<file path="src/rtl/fpu_init_pkg.sv">
package fpu_init_pkg;
  localparam logic [15:0] CW_DEFAULT  = 16'h037F;
  localparam logic [15:0] SW_DEFAULT  = 16'h0000;
  localparam logic [15:0] TAG_DEFAULT = 16'hFFFF;

  localparam logic [7:0] BYTE_WAIT = 8'h9B;
  localparam logic [7:0] BYTE_ESC  = 8'hDB;
  localparam logic [7:0] BYTE_INIT = 8'hE3;

  typedef enum logic [1:0] {
    FLT_NONE = 2'd0,
    FLT_LOCK = 2'd1,
    FLT_UNAV = 2'd2,
    FLT_MATH = 2'd3
  } fault_e;

  typedef enum logic [2:0] {
    SEL_CTRL = 3'd0,
    SEL_STAT = 3'd1,
    SEL_TAG  = 3'd2,
    SEL_IP   = 3'd3,
    SEL_DP   = 3'd4,
    SEL_OPC  = 3'd5
  } reg_sel_e;
endpackage

</file>
<file path="src/rtl/fpu_init_decode.sv">
module fpu_init_decode
  import fpu_init_pkg::*;
#(
  parameter int ADDR_W = 32
) (
  input  logic              clk,
  input  logic              rst,
  input  logic              accept,
  input  logic [7:0]        byte_in,
  input  logic [ADDR_W-1:0] addr_in,
  output logic              wait_step,
  output logic              init_step,
  output logic [ADDR_W-1:0] step_addr
);
  logic              esc_seen;
  logic [ADDR_W-1:0] esc_addr;
  logic              pair_done;

  assign pair_done = accept && esc_seen && (byte_in == BYTE_INIT);
  assign init_step = pair_done;
  // a non-E3 byte after DB is decoded as a fresh byte
  assign wait_step = accept && (byte_in == BYTE_WAIT);
  assign step_addr = init_step ? esc_addr : addr_in;

  always_ff @(posedge clk) begin
    if (rst) begin
      esc_seen <= 1'b0;
      esc_addr <= '0;
    end else if (accept) begin
      if (byte_in == BYTE_ESC) begin
        esc_seen <= 1'b1;
        esc_addr <= addr_in;
      end else begin
        esc_seen <= 1'b0;
      end
    end
  end

  a_r11_one_step: assert property (@(posedge clk) disable iff (rst)
    $onehot0({wait_step, init_step}));
  a_r9_pair_addr: assert property (@(posedge clk) disable iff (rst)
    (accept && byte_in == BYTE_ESC) |=> (!init_step || step_addr == $past(addr_in)));
endmodule

</file>
<file path="src/rtl/fpu_init_check.sv">
module fpu_init_check
  import fpu_init_pkg::*;
#(
  parameter int EXC_W = 6
) (
  input  logic             lock_pfx,
  input  logic             cr0_em,
  input  logic             cr0_ts,
  input  logic             check_pend,
  input  logic [EXC_W-1:0] exc_flags,
  input  logic [EXC_W-1:0] exc_masks,
  output fault_e           code
);
  logic [EXC_W-1:0] unmasked;
  logic             pending;

  for (genvar i = 0; i < EXC_W; i++) begin : g_pend
    assign unmasked[i] = exc_flags[i] & ~exc_masks[i];
  end
  assign pending = |unmasked;

  always_comb begin
    if (lock_pfx)                  code = FLT_LOCK;
    else if (cr0_em || cr0_ts)     code = FLT_UNAV;
    else if (check_pend && pending) code = FLT_MATH;
    else                           code = FLT_NONE;
  end

  always_comb begin
    a_r6_lock_first: assert (!lock_pfx || code == FLT_LOCK);
    a_r5_no_math_on_init: assert (check_pend || code != FLT_MATH);
  end
endmodule

</file>
<file path="src/rtl/fpu_init_regs.sv">
module fpu_init_regs
  import fpu_init_pkg::*;
#(
  parameter int ADDR_W = 32,
  parameter int OPC_W  = 11
) (
  input  logic              clk,
  input  logic              rst,
  input  logic              do_init,
  input  logic              wr_en,
  input  logic [2:0]        wr_sel,
  input  logic [ADDR_W-1:0] wr_data,
  output logic [15:0]       ctrl_word,
  output logic [15:0]       stat_word,
  output logic [15:0]       tag_word,
  output logic [ADDR_W-1:0] ip_reg,
  output logic [ADDR_W-1:0] dp_reg,
  output logic [OPC_W-1:0]  opc_reg
);
  always_ff @(posedge clk) begin
    if (rst || do_init) begin
      ctrl_word <= CW_DEFAULT;
      stat_word <= SW_DEFAULT;
      tag_word  <= TAG_DEFAULT;
      ip_reg    <= '0;
      dp_reg    <= '0;
      opc_reg   <= '0;
    end else if (wr_en) begin
      case (wr_sel)
        SEL_CTRL: ctrl_word <= wr_data[15:0];
        SEL_STAT: stat_word <= wr_data[15:0];
        SEL_TAG:  tag_word  <= wr_data[15:0];
        SEL_IP:   ip_reg    <= wr_data;
        SEL_DP:   dp_reg    <= wr_data;
        SEL_OPC:  opc_reg   <= wr_data[OPC_W-1:0];
        default:  ;
      endcase
    end
  end

  a_r1_reset_defaults: assert property (@(posedge clk)
    rst |=> (ctrl_word == CW_DEFAULT && stat_word == '0 && tag_word == TAG_DEFAULT
             && ip_reg == '0 && dp_reg == '0 && opc_reg == '0));
  a_r2_init_defaults: assert property (@(posedge clk) disable iff (rst)
    do_init |=> (ctrl_word == CW_DEFAULT && stat_word == '0 && tag_word == TAG_DEFAULT
                 && ip_reg == '0 && dp_reg == '0 && opc_reg == '0));
  a_r10_bad_sel: assert property (@(posedge clk) disable iff (rst)
    (wr_en && !do_init && wr_sel > 3'd5) |=>
      (ctrl_word == $past(ctrl_word) && stat_word == $past(stat_word)
       && tag_word == $past(tag_word) && ip_reg == $past(ip_reg)
       && dp_reg == $past(dp_reg) && opc_reg == $past(opc_reg)));
endmodule

</file>
<file path="src/rtl/fpu_init_ctrl.sv">
module fpu_init_ctrl
  import fpu_init_pkg::*;
#(
  parameter int ADDR_W = 32,
  parameter int OPC_W  = 11,
  parameter int EXC_W  = 6
) (
  input  logic              clk,
  input  logic              rst,
  input  logic              in_valid,
  output logic              in_ready,
  input  logic [7:0]        in_byte,
  input  logic [ADDR_W-1:0] in_addr,
  input  logic              lock_pfx,
  input  logic              cr0_em,
  input  logic              cr0_ts,
  input  logic              wr_en,
  input  logic [2:0]        wr_sel,
  input  logic [ADDR_W-1:0] wr_data,
  output logic [15:0]       ctrl_word,
  output logic [15:0]       stat_word,
  output logic [15:0]       tag_word,
  output logic [ADDR_W-1:0] ip_reg,
  output logic [ADDR_W-1:0] dp_reg,
  output logic [OPC_W-1:0]  opc_reg,
  output logic              fault_valid,
  output logic [1:0]        fault_code,
  output logic [ADDR_W-1:0] fault_addr
);
  logic              accept;
  logic              wait_step;
  logic              init_step;
  logic              any_step;
  logic [ADDR_W-1:0] step_addr;
  fault_e            step_code;
  logic              step_fault;
  logic              do_init;

  assign in_ready   = ~rst;
  assign accept     = in_valid && in_ready;
  assign any_step   = wait_step || init_step;
  assign step_fault = any_step && (step_code != FLT_NONE);
  assign do_init    = init_step && (step_code == FLT_NONE);

  fpu_init_decode #(.ADDR_W(ADDR_W)) u_decode (
    .clk       (clk),
    .rst       (rst),
    .accept    (accept),
    .byte_in   (in_byte),
    .addr_in   (in_addr),
    .wait_step (wait_step),
    .init_step (init_step),
    .step_addr (step_addr)
  );

  fpu_init_check #(.EXC_W(EXC_W)) u_check (
    .lock_pfx   (lock_pfx),
    .cr0_em     (cr0_em),
    .cr0_ts     (cr0_ts),
    .check_pend (wait_step),
    .exc_flags  (stat_word[EXC_W-1:0]),
    .exc_masks  (ctrl_word[EXC_W-1:0]),
    .code       (step_code)
  );

  fpu_init_regs #(.ADDR_W(ADDR_W), .OPC_W(OPC_W)) u_regs (
    .clk       (clk),
    .rst       (rst),
    .do_init   (do_init),
    .wr_en     (wr_en),
    .wr_sel    (wr_sel),
    .wr_data   (wr_data),
    .ctrl_word (ctrl_word),
    .stat_word (stat_word),
    .tag_word  (tag_word),
    .ip_reg    (ip_reg),
    .dp_reg    (dp_reg),
    .opc_reg   (opc_reg)
  );

  always_ff @(posedge clk) begin
    if (rst) begin
      fault_valid <= 1'b0;
      fault_code  <= FLT_NONE;
      fault_addr  <= '0;
    end else begin
      fault_valid <= step_fault;
      fault_code  <= step_fault ? step_code : FLT_NONE;
      if (step_fault) fault_addr <= step_addr;
    end
  end

  a_r8_code_nonzero: assert property (@(posedge clk) disable iff (rst)
    fault_valid |-> fault_code != FLT_NONE);
  a_r8_state_held: assert property (@(posedge clk) disable iff (rst)
    (step_fault && !wr_en) |=>
      (ctrl_word == $past(ctrl_word) && stat_word == $past(stat_word)
       && tag_word == $past(tag_word) && ip_reg == $past(ip_reg)
       && dp_reg == $past(dp_reg) && opc_reg == $past(opc_reg)));
  a_r6_lock_fault: assert property (@(posedge clk) disable iff (rst)
    (any_step && lock_pfx) |=> (fault_valid && fault_code == FLT_LOCK));
  a_r7_unav_fault: assert property (@(posedge clk) disable iff (rst)
    (any_step && !lock_pfx && (cr0_em || cr0_ts)) |=> (fault_valid && fault_code == FLT_UNAV));
  a_r3_idle_quiet: assert property (@(posedge clk) disable iff (rst)
    !in_valid |=> !fault_valid);
endmodule

</file>
<file path="config.mk">
export PLATFORM = sky130hd
export DESIGN_NAME = fpu_init_ctrl
export DESIGN_NICKNAME = d
export VERILOG_FILES = /design/src/rtl/fpu_init_pkg.sv /design/src/rtl/fpu_init_decode.sv /design/src/rtl/fpu_init_check.sv /design/src/rtl/fpu_init_regs.sv /design/src/rtl/fpu_init_ctrl.sv
export SDC_FILE = /design/constraint.sdc
export NUM_CORES = 1
export LEC_CHECK = 0
export BUFFER_PORTS_ARGS = -buffer_cell sky130_fd_sc_hd__buf_2
export CAP_MARGIN = 40
export CORE_ASPECT_RATIO = 1.75
export CORE_MARGIN = 5
export CORE_UTILIZATION = 45
export CTS_CLUSTER_SIZE = 20
export DETAILED_ROUTE_END_ITERATION = 8
export GPL_TIMING_DRIVEN = 0
export PLACE_DENSITY_LB_ADDON = 0.12
export SYNTH_ARGS = -nofsm -noshare
export SYNTH_HDL_FRONTEND = slang
export SYNTH_SLANG_ARGS = --single-unit
</file>
<file path="constraint.sdc">
create_clock -name clk -period 2.6 [get_ports clk]
set_input_delay 0.26 -clock clk [delete_from_list [all_inputs] [get_ports clk]]
set_output_delay 0.26 -clock clk [all_outputs]
set_load 0.02 [all_outputs]
</file>
# Word-level counts from Yosys, hierarchy flattened
# Cells that the tools add are included.
[classes]
n_eq_ne = 8
n_mux = 5
n_bitwise = 14
reduce_logical = 22
[ops]
columns = ["operator", "n"]
rows = [
  ["$mux W32", 1],
  ["$eq A8 B8 Y1 const B", 3],
  ["$reduce_and A2 Y1", 7],
  ["$not A1 Y1", 8],
  ["$logic_and A1 B1 Y1", 7],
  ["$and A1 B1 Y1", 6],
  ["$eq A3 B2 Y1 const B", 2],
  ["$eq A3 B3 Y1 const B", 2],
  ["$mux W2", 3],
  ["$reduce_or A6 Y1", 1],
  ["$eq A3 B1 Y1 const B", 1],
  ["$logic_not A3 Y1", 1],
  ["$logic_or A1 B1 Y1", 3],
  ["$logic_not A2 Y1", 1],
  ["$reduce_bool A2 Y1", 1],
  ["$reduce_or A2 Y1", 1],
  ["$mux W1", 1],
]
[totals]
reg_bits = 191
in_bits = 82
out_inout_bits = 159
wordCells = 60

# Longest topological paths before layout
# Gate-level depths: netlist (run 1).
[logic_depth]
ltp_word = 11
mapped_depth = 10
depth_no_buf = 5

# Cells and area by module
# A second synthesis (run 1) with hierarchy kept.
[hier_totals]
hier_cells = 825
area_unflattened_um2 = 8966.1
[modules_own_cells]
columns = ["module", "n_inst", "cells_per_inst", "area_per_inst_um2", "seq_area_each_um2"]
rows = [
  ["fpu_init_regs", 1, 477, 5371.4, 2462.4],
  ["fpu_init_decode", 1, 185, 1935.6, 660.6],
  ["fpu_init_ctrl", 1, 149, 1567.8, 700.7],
  ["fpu_init_check", 1, 14, 91.3, 0.0],
]

# Least setup slack after synthesis (run 1)
# No wires, ideal clock.
[synth_timing]
path_type = "input to register"
startpoint = "input rst"
endpoint = "register fault_addr[19]"
setup_ns = 0.138
arrival_ns = 1.823
required_time_ns = 2.462
path_slack_ns = 0.639
path_stages = 9
path_buffers = 4
path_cell_list = "buf_6 > nand4b_4 > or3b_1 > buf_2 > a211oi_4 > or2_1 > buf_6 > buf_6 > a311oi_2"
[synth_between]
elab_chain_len = 9
elab_cells_between_ends = 13
cone_classes = "4 x mux; 1 x bitwise; 8 x reduce/logical"
[synth_rtl]
columns = ["element", "line_no", "rtl"]
rows = [
  ["from (decl)", "fpu_init_ctrl.sv:9", "input logic rst,"],
  ["$not A1 Y1", "fpu_init_ctrl.sv:39", "assign in_ready = ~rst;"],
  ["$logic_and A1 B1 Y1", "fpu_init_ctrl.sv:40", "assign accept = in_valid && in_ready;"],
  ["$logic_and A1 B1 Y1", "fpu_init_decode.sv:22", "assign wait_step = accept && (byte_in == BYTE_WAIT);"],
  ["$logic_and A1 B1 Y1", "fpu_init_check.sv:25", "else if (check_pend && pending) code = FLT_MATH;"],
  ["$mux W2", "fpu_init_check.sv:25", ""],
  ["$mux W2", "fpu_init_check.sv:24", "else if (cr0_em || cr0_ts) code = FLT_UNAV;"],
  ["$mux W2", "fpu_init_check.sv:23", "if (lock_pfx) code = FLT_LOCK;"],
  ["$reduce_bool A2 Y1", "fpu_init_ctrl.sv:42", "assign step_fault = any_step && (step_code != FLT_NONE);"],
  ["$logic_and A1 B1 Y1", "fpu_init_ctrl.sv:42", ""],
  ["to (signal assigned)", "fpu_init_ctrl.sv:89", "if (step_fault) fault_addr <= step_addr;"],
  ["to (decl)", "fpu_init_ctrl.sv:28", "output logic [ADDR_W-1:0] fault_addr"],
]
# Several ways; a longest one is shown, not always the timed one.
# A chain may end at the register's enable or synchronous reset.

# Worst setup path in the final report (run 1)
[layout_timing]
startpoint = "input in_byte[6]"
endpoint = "register fault_addr[31]"
[layout_between]
elab_chain_len = 8
elab_cells_between_ends = 12
cone_classes = "2 x eq/ne; 4 x mux; 6 x reduce/logical"
[layout_rtl]
columns = ["element", "line_no", "rtl"]
rows = [
  ["from (decl)", "fpu_init_ctrl.sv:12", "input logic [7:0] in_byte,"],
  ["$eq A8 B8 Y1", "fpu_init_decode.sv:22", ""],
  ["$logic_and A1 B1 Y1", "fpu_init_decode.sv:22", ""],
  ["$logic_and A1 B1 Y1", "fpu_init_check.sv:25", ""],
  ["$mux W2", "fpu_init_check.sv:25", ""],
  ["$mux W2", "fpu_init_check.sv:24", ""],
  ["$mux W2", "fpu_init_check.sv:23", ""],
  ["$reduce_bool A2 Y1", "fpu_init_ctrl.sv:42", ""],
  ["$logic_and A1 B1 Y1", "fpu_init_ctrl.sv:42", ""],
]
# Several ways; a longest one is shown, not always the timed one.

==> flow_metrics.tcl, run 1 <==
set metrics [dict create \
    finalHoldViolations 0 \
    swShare_pct 25.32 \
    grt_remaining_overflow 0 \
    synth-simple-area-share_pct 24.99 \
    h-tree-depth 4 \
    synth_area_mm2 0.007206 \
    seq_area_frac_synth_pct 53.06 \
    diodes 0 \
    worstPathRequired_ns 2.92 \
    slew_headroom_pct 50.43 \
    setup_slack_ns 0.6542 \
    synth-compound-area-share_pct 12.36 \
    ys_ff_latch 191 \
    power.density_mw_per_mm2 646.5 \
    ir_drop_uv 523.4 \
    preCtsSetupSlack_ns 0.2910 \
    synthAdderAreaFrac_pct 0 \
    finalMaxSlewViolations 0 \
    cp.arrival_ns 2.27 \
    cts_tree "done" \
    dr.pass1.iters 7 \
    synth-xor-area-share_pct 0 \
    initial_core_util_pct 45.61 \
    synth_fp_nets 954 \
    min_path_cells 2 \
    reg2reg_depth 6 \
    fmax_mhz 513.9 \
    p_comb_share_pct 7.0 \
    synth-edff-count 0 \
    yosysWarnings 0 \
    ios 241 \
    post_cts_buffers 0 \
    synthFlopType "dfxtp_1" \
    antenna_found_initial 0 \
    nNetsFinal 1212 \
    tns_ns 0 \
    hp-class "input pin to register" \
    sequentialPowerShare_pct 50.2 \
    cts-root-buf "clkbuf_16" \
    dieArea_mm2 0.01874 \
    drive_above_1_share_pct 27.38 \
    ys_types 33 \
    fin_worst_skew_ns 0.01596 \
    timing.rr.start "u_decode.esc_seen" \
    io_buffers 239 \
    grt_start_max_net_pins 19 \
    clock_path_buffers 2 \
    die_width_um 105.7 \
    worst_pin_slew_ns 0.7379 \
    synth_area_leaders "dfxtp_1 53%, nand2_1 16%, a21oi_1 7.1%" \
    pwr-share-clk_pct 42.8 \
    p_int_mw 4.453 \
    die_y_um 177.4 \
    rsz0062_at_grt "no" \
    numCtsBuffers 17 \
    post-route-period-util_pct 74.84 \
    cts_resized 0 \
    worstHoldStart "lock_pfx" \
    vias 6744 \
    area_delta_synth_final_pct 28.01 \
    synth.most_common_cell "nand2_1" \
    p_leak_nw 3.948 \
    wirelength_mm 21.92 \
    fp.coreArea_mm2 0.01580 \
    layout_min_cycle_time_ns 1.946 \
    wl_per_cell_um 16.45 \
    gr-usage-all-layers_pct 23.10 \
    setup_viol 0 \
    synth-async-reset-ratio_pct 0 \
    clk_latency_ns 0.43 \
    muxShareOfSynthArea_pct 4.445 \
    hpwl_mm 17.11 \
    place_congestion 0.8585 \
    synth_cells 872 \
    synth_top_area_cell "dfxtp_1" \
    end_kind "register" \
    startpoint "in_byte[6]" \
    drt_iter0_drc 232 \
    worst-path-max-fanout 10 \
    crit_type "input pin to register" \
    drv_cap 0 \
    ctsHoldBuffers 0 \
    vias_per_cell 5.063 \
    grt_pass1_wl_mm 34.39 \
    worst_setup_path_start_kind "input pin" \
    drc 0 \
    clock-sinks 191 \
    synth_top_family_by_area "simple AND/OR/NAND/NOR gates" \
    synth_common_cells "315 x nand2_1, 191 x dfxtp_1, 102 x a21oi_1" \
    clk_pin_slew_ns 0.07 \
    status "finished clean" \
    fp-row-count 61 \
    syn_area_per_cell_um2 8.263 \
    grt_pass1_vias 6684 \
    ant_nets 0 \
    p_sw_mw 1.510 \
    synth_top_area_share_pct 53.06 \
]
[path summary, 6_finish.rpt]
check / to / slack, ns
max: fault_addr[31] / 0.65
min: fault_code[1] / 0.05
max reg2reg: fault_addr[31] / 0.76
min reg2reg: u_regs.opc_reg[2] / 0.45
[critical path, cell delays in order]
cell,delay (ns)
buf_2,0.11
nand4bb_1,0.31
nor4b_1,0.59
o31a_1,0.23
buf_2,0.16
buf_2,0.26
nor3_1,0.09
a311oi_1,0.26
[per-layer routing]
layer	vias up	wire (um)	global-route usage (%)
li1	3418	-	-
met1	3088	8014	23.18
met2	212	11890	44.38
met3	26	1564	7.317
met4	0	452	7.672
met5	-	0	0
[power groups by stage]
stage	clock network, mW	logic [mW]	registers, mW
final	2.55	0.416	2.99
after global routing	2.75	0.455	3.00
after CTS	2.62	0.421	2.99
after detailed placement	0	0.419	3.06
after global placement	0	0.417	3.06
after floorplan	0	0.152	3.12
[placed cells by master, fill, tap and decap left out, drive strengths merged, types with 2 or more instances in the layout]
| cell | Yosys | layout |
|---|---|---|
| inv | 8 | 14 |
| mux2i | 32 | 32 |
| nand3 | 28 | 28 |
| clkinv | 0 | 5 |
| nor2 | 44 | 44 |
| o22ai | 3 | 3 |
| a21oi | 102 | 102 |
| nand4b | 2 | 2 |
| clkbuf | 31 | 51 |
| a311oi | 32 | 32 |
| buf | 32 | 271 |
| dfxtp | 191 | 191 |
| or2 | 2 | 2 |
| nand2 | 315 | 315 |
| nor3 | 35 | 35 |
| nand2b | 3 | 3 |
| nor2b | 3 | 3 |
| a211oi | 2 | 2 |
[cells by family after synthesis]
kind of cell,after synthesis
flops,191
buf+inv,71
mux,32
simple gates,437
compound gates,141
[through the flow]
| step | instances | total power [mW] | cell area, um^2 | utilization, % | hold WS, ns |
|---|---|---|---|---|---|
| global placement | 1300 | 3.478 | 8638 | 54.68 | 0.4379 |
| detailed placement | 1300 | 3.481 | 8638 | 54.68 | 0.4431 |
| floorplan | 872 | 3.269 | 7206 | - | 0.3324 |
| global route | 1332 | 6.201 | 9224 | 58.38 | 0.05453 |
| CTS | 1332 | 6.033 | 9224 | 58.38 | 0.02857 |
| finish | 1332 | 5.963 | 9224 | 58.38 | 0.05382 |
[layout make-up]
class,count,area (um^2)
flip-flops and latches,191,3824
multi-input cells,610,3012
repair buffers,239,1196
plain buffers,63,340.3
fillers,1573,6575
well taps,189,236.5
clock inverters,12,118.9
inverters,8,30.03
clock buffers,20,466.7
(Power assumes the default switching activity.)
==> run 2, diff against run 1 <==
- clock period: 2.6 -> 1.6 ns (I/O delays scaled with it)
==> run 2 against run 1 <==
Global-route usage grew 1.1 points. Hold slack lost 0.042 ns. Clock skew shrank 0.0036 ns. Flip-flop and latch count is the same. Worst setup slack lost 0.72 ns. Core utilization grew 5.5 points. Via count grew 4.2%. Highest routed layer unchanged. Power grew 65%. Largest power group unchanged. Critical path depth shrank 1. The flow now finishes with violations (negative setup slack).
==> flow_metrics.tcl, run 2 (synthesis gave the netlist of run 1 again) <==
set metrics [dict create \
    numCtsBuffers 17 \
    reg2reg_depth 7 \
    cp_slowest_cell "o31a_1" \
    dr.pass1.iters 4 \
    worstPathRequired_ns 1.94 \
    fin_worst_skew_ns 0.01238 \
    drive_above_1_share_pct 32.03 \
    regToRegSetupSlack_ns -0.06 \
    power.density_mw_per_mm2 975.0 \
    grt_start_max_net_pins 19 \
    worstReg2RegEnd "fault_addr[29]" \
    clock-sinks 191 \
    finalInstanceArea_mm2 0.01009 \
    grt_pass1_wl_mm 35.89 \
    ant_nets 0 \
    max_stage_delay_ns 0.37 \
    status "complete, but fails checks" \
    fmax_mhz 602.0 \
    cts-root-buf "clkbuf_16" \
    vias_per_cell 5.059 \
    cp.arrival_ns 2.00 \
    worst_pin_slew_ns 0.7799 \
    dpl_cell_area_mm2 0.008778 \
    hp-class "input pin to register" \
    drv_cap 0 \
    die_width_um 105.7 \
    clock_path_buffers 2 \
    hold_path_end "u_decode.esc_addr[29]" \
    mostFrequentLayoutCell "nand2_1" \
    slew_headroom_pct 47.61 \
    clk_latency_ns 0.43 \
    worst_hold_slack_ns 0.01148 \
    h-tree-depth 4 \
    tns_ns -1.173 \
    p_leak_nw 4.256 \
    worst-path-max-fanout 7 \
    nNetsFinal 1268 \
    crit_chain "inv_2 -> o22ai_4 -> o31a_1 -> or2_1 -> buf_6 -> buf_12 -> a311oi_2" \
    violations "negative setup slack" \
    area_delta_synth_final_pct 39.99 \
    ir_drop_uv 676.9 \
    drt_iter0_drc 240 \
    layout_min_cycle_time_ns 1.661 \
    fp.coreArea_mm2 0.01580 \
    clk_pin_slew_ns 0.07 \
    fp-row-count 61 \
    ios 241 \
    crit_type "register to register" \
    io_buffers 239 \
    setup_viol 29 \
    worstHoldStart "in_addr[29]" \
    cts_tree "done" \
    finalHoldViolations 0 \
    die_y_um 177.4 \
    gr-usage-all-layers_pct 24.17 \
    worst_setup_path_start_kind "register" \
    grt_pass1_vias 6852 \
    post-route-period-util_pct 103.8 \
    drc 0 \
    wl_per_cell_um 16.72 \
    initial_core_util_pct 45.61 \
    rsz0062_at_grt "yes" \
    end_kind "register" \
    antenna_found_initial 0 \
    place_congestion 0.8355 \
    wirelength_mm 23.23 \
    hpwl_mm 17.15 \
    finalMaxSlewViolations 0 \
    grt_remaining_overflow 0 \
    vias 7027 \
    p_total_mw 9.835 \
    min_path_cells 3 \
    fill_cells 1447 \
    startpoint "u_regs.stat_word[4]" \
    final_cell_mix "315 x nand2_1, 243 x buf_2, 179 x dfxtp_1" \
    dieArea_mm2 0.01874 \
    timing.rr.start "u_regs.stat_word[4]" \
    setup_slack_ns -0.06105 \
]
==> run 2: worst max-delay path by stage <==
stage / endpoint / slack (ns) / cells past startpoint
floorplan: fault_addr[19] / -0.21 / 9
global placement: fault_addr[24] / -0.59 / 8
global route: fault_addr[29] / -0.14 / 7
CTS: fault_addr[14] / -0.06 / 7
finish: fault_addr[29] / -0.06 / 7
detailed placement: fault_addr[24] / -0.58 / 8
==> run 2: layer usage <==
metal	up-vias	part of all wire, %	track usage, %
li1	3530	-	-
met1	3259	36	24.46
met2	211	55	46.46
met3	27	6.6	6.953
met4	0	2.3	8.536
met5	-	0	0
==> run 2: report_power, final <==
part           switching (mW)  internal (mW)  leakage, nW
combinational           0.497          0.319         2.43
sequential             0.0415           4.83         1.54
clock                    2.00           2.15        0.281
total                    2.54           7.30         4.26
==> run 2: area by class of cell <==
type / count / area [um^2] / area share (%)
Clock inverter: 12 / 116.4 / 1.154
Sequential cell: 191 / 3839 / 38.05
Timing Repair Buffer: 296 / 1754 / 17.39
Inverter: 8 / 30.03 / 0.2977
Clock buffer: 20 / 456.7 / 4.527
Antenna cell: 1 / 2.502 / 0.02481
Multi-Input combinational cell: 610 / 3222 / 31.94
Tap cell: 189 / 236.5 / 2.344
Buffer: 62 / 430.4 / 4.267
==> run 2: worst max-delay path: cells and delay by family (launching register included) <==
kind	cells	cell delay (ns)
buffers and inverters	3	0.36
AND/OR/NAND/NOR	1	0.24
flip-flops	1	0.33
AO/OA/AOI/OAI	3	0.65
==> run 2: metrics by stage <==
step | utilization [%] | std cells | worst slack, ns
after global routing | 63.83 | 1388 | -0.1377
after global placement | 55.56 | 1300 | -0.5936
after CTS | 62.62 | 1380 | -0.06485
after detailed placement | 55.56 | 1300 | -0.5790
after floorplan | - | 872 | -0.2075
final | 63.85 | 1389 | -0.06105
==> run 2: timing repair <==
| item | 4_1_cts | 5_1_grt |
|---|---|---|
| setup endpoints to repair | 65 | 36 |
| setup buffers | 4 | 7 |
| pin swaps | 5 | 7 |
| gates resized for setup | 20 | 28 |
| cloned | 0 | 1 |
| endpoints found under the hold margin | 72 | 0 |
| hold buffers | 45 | 0 |
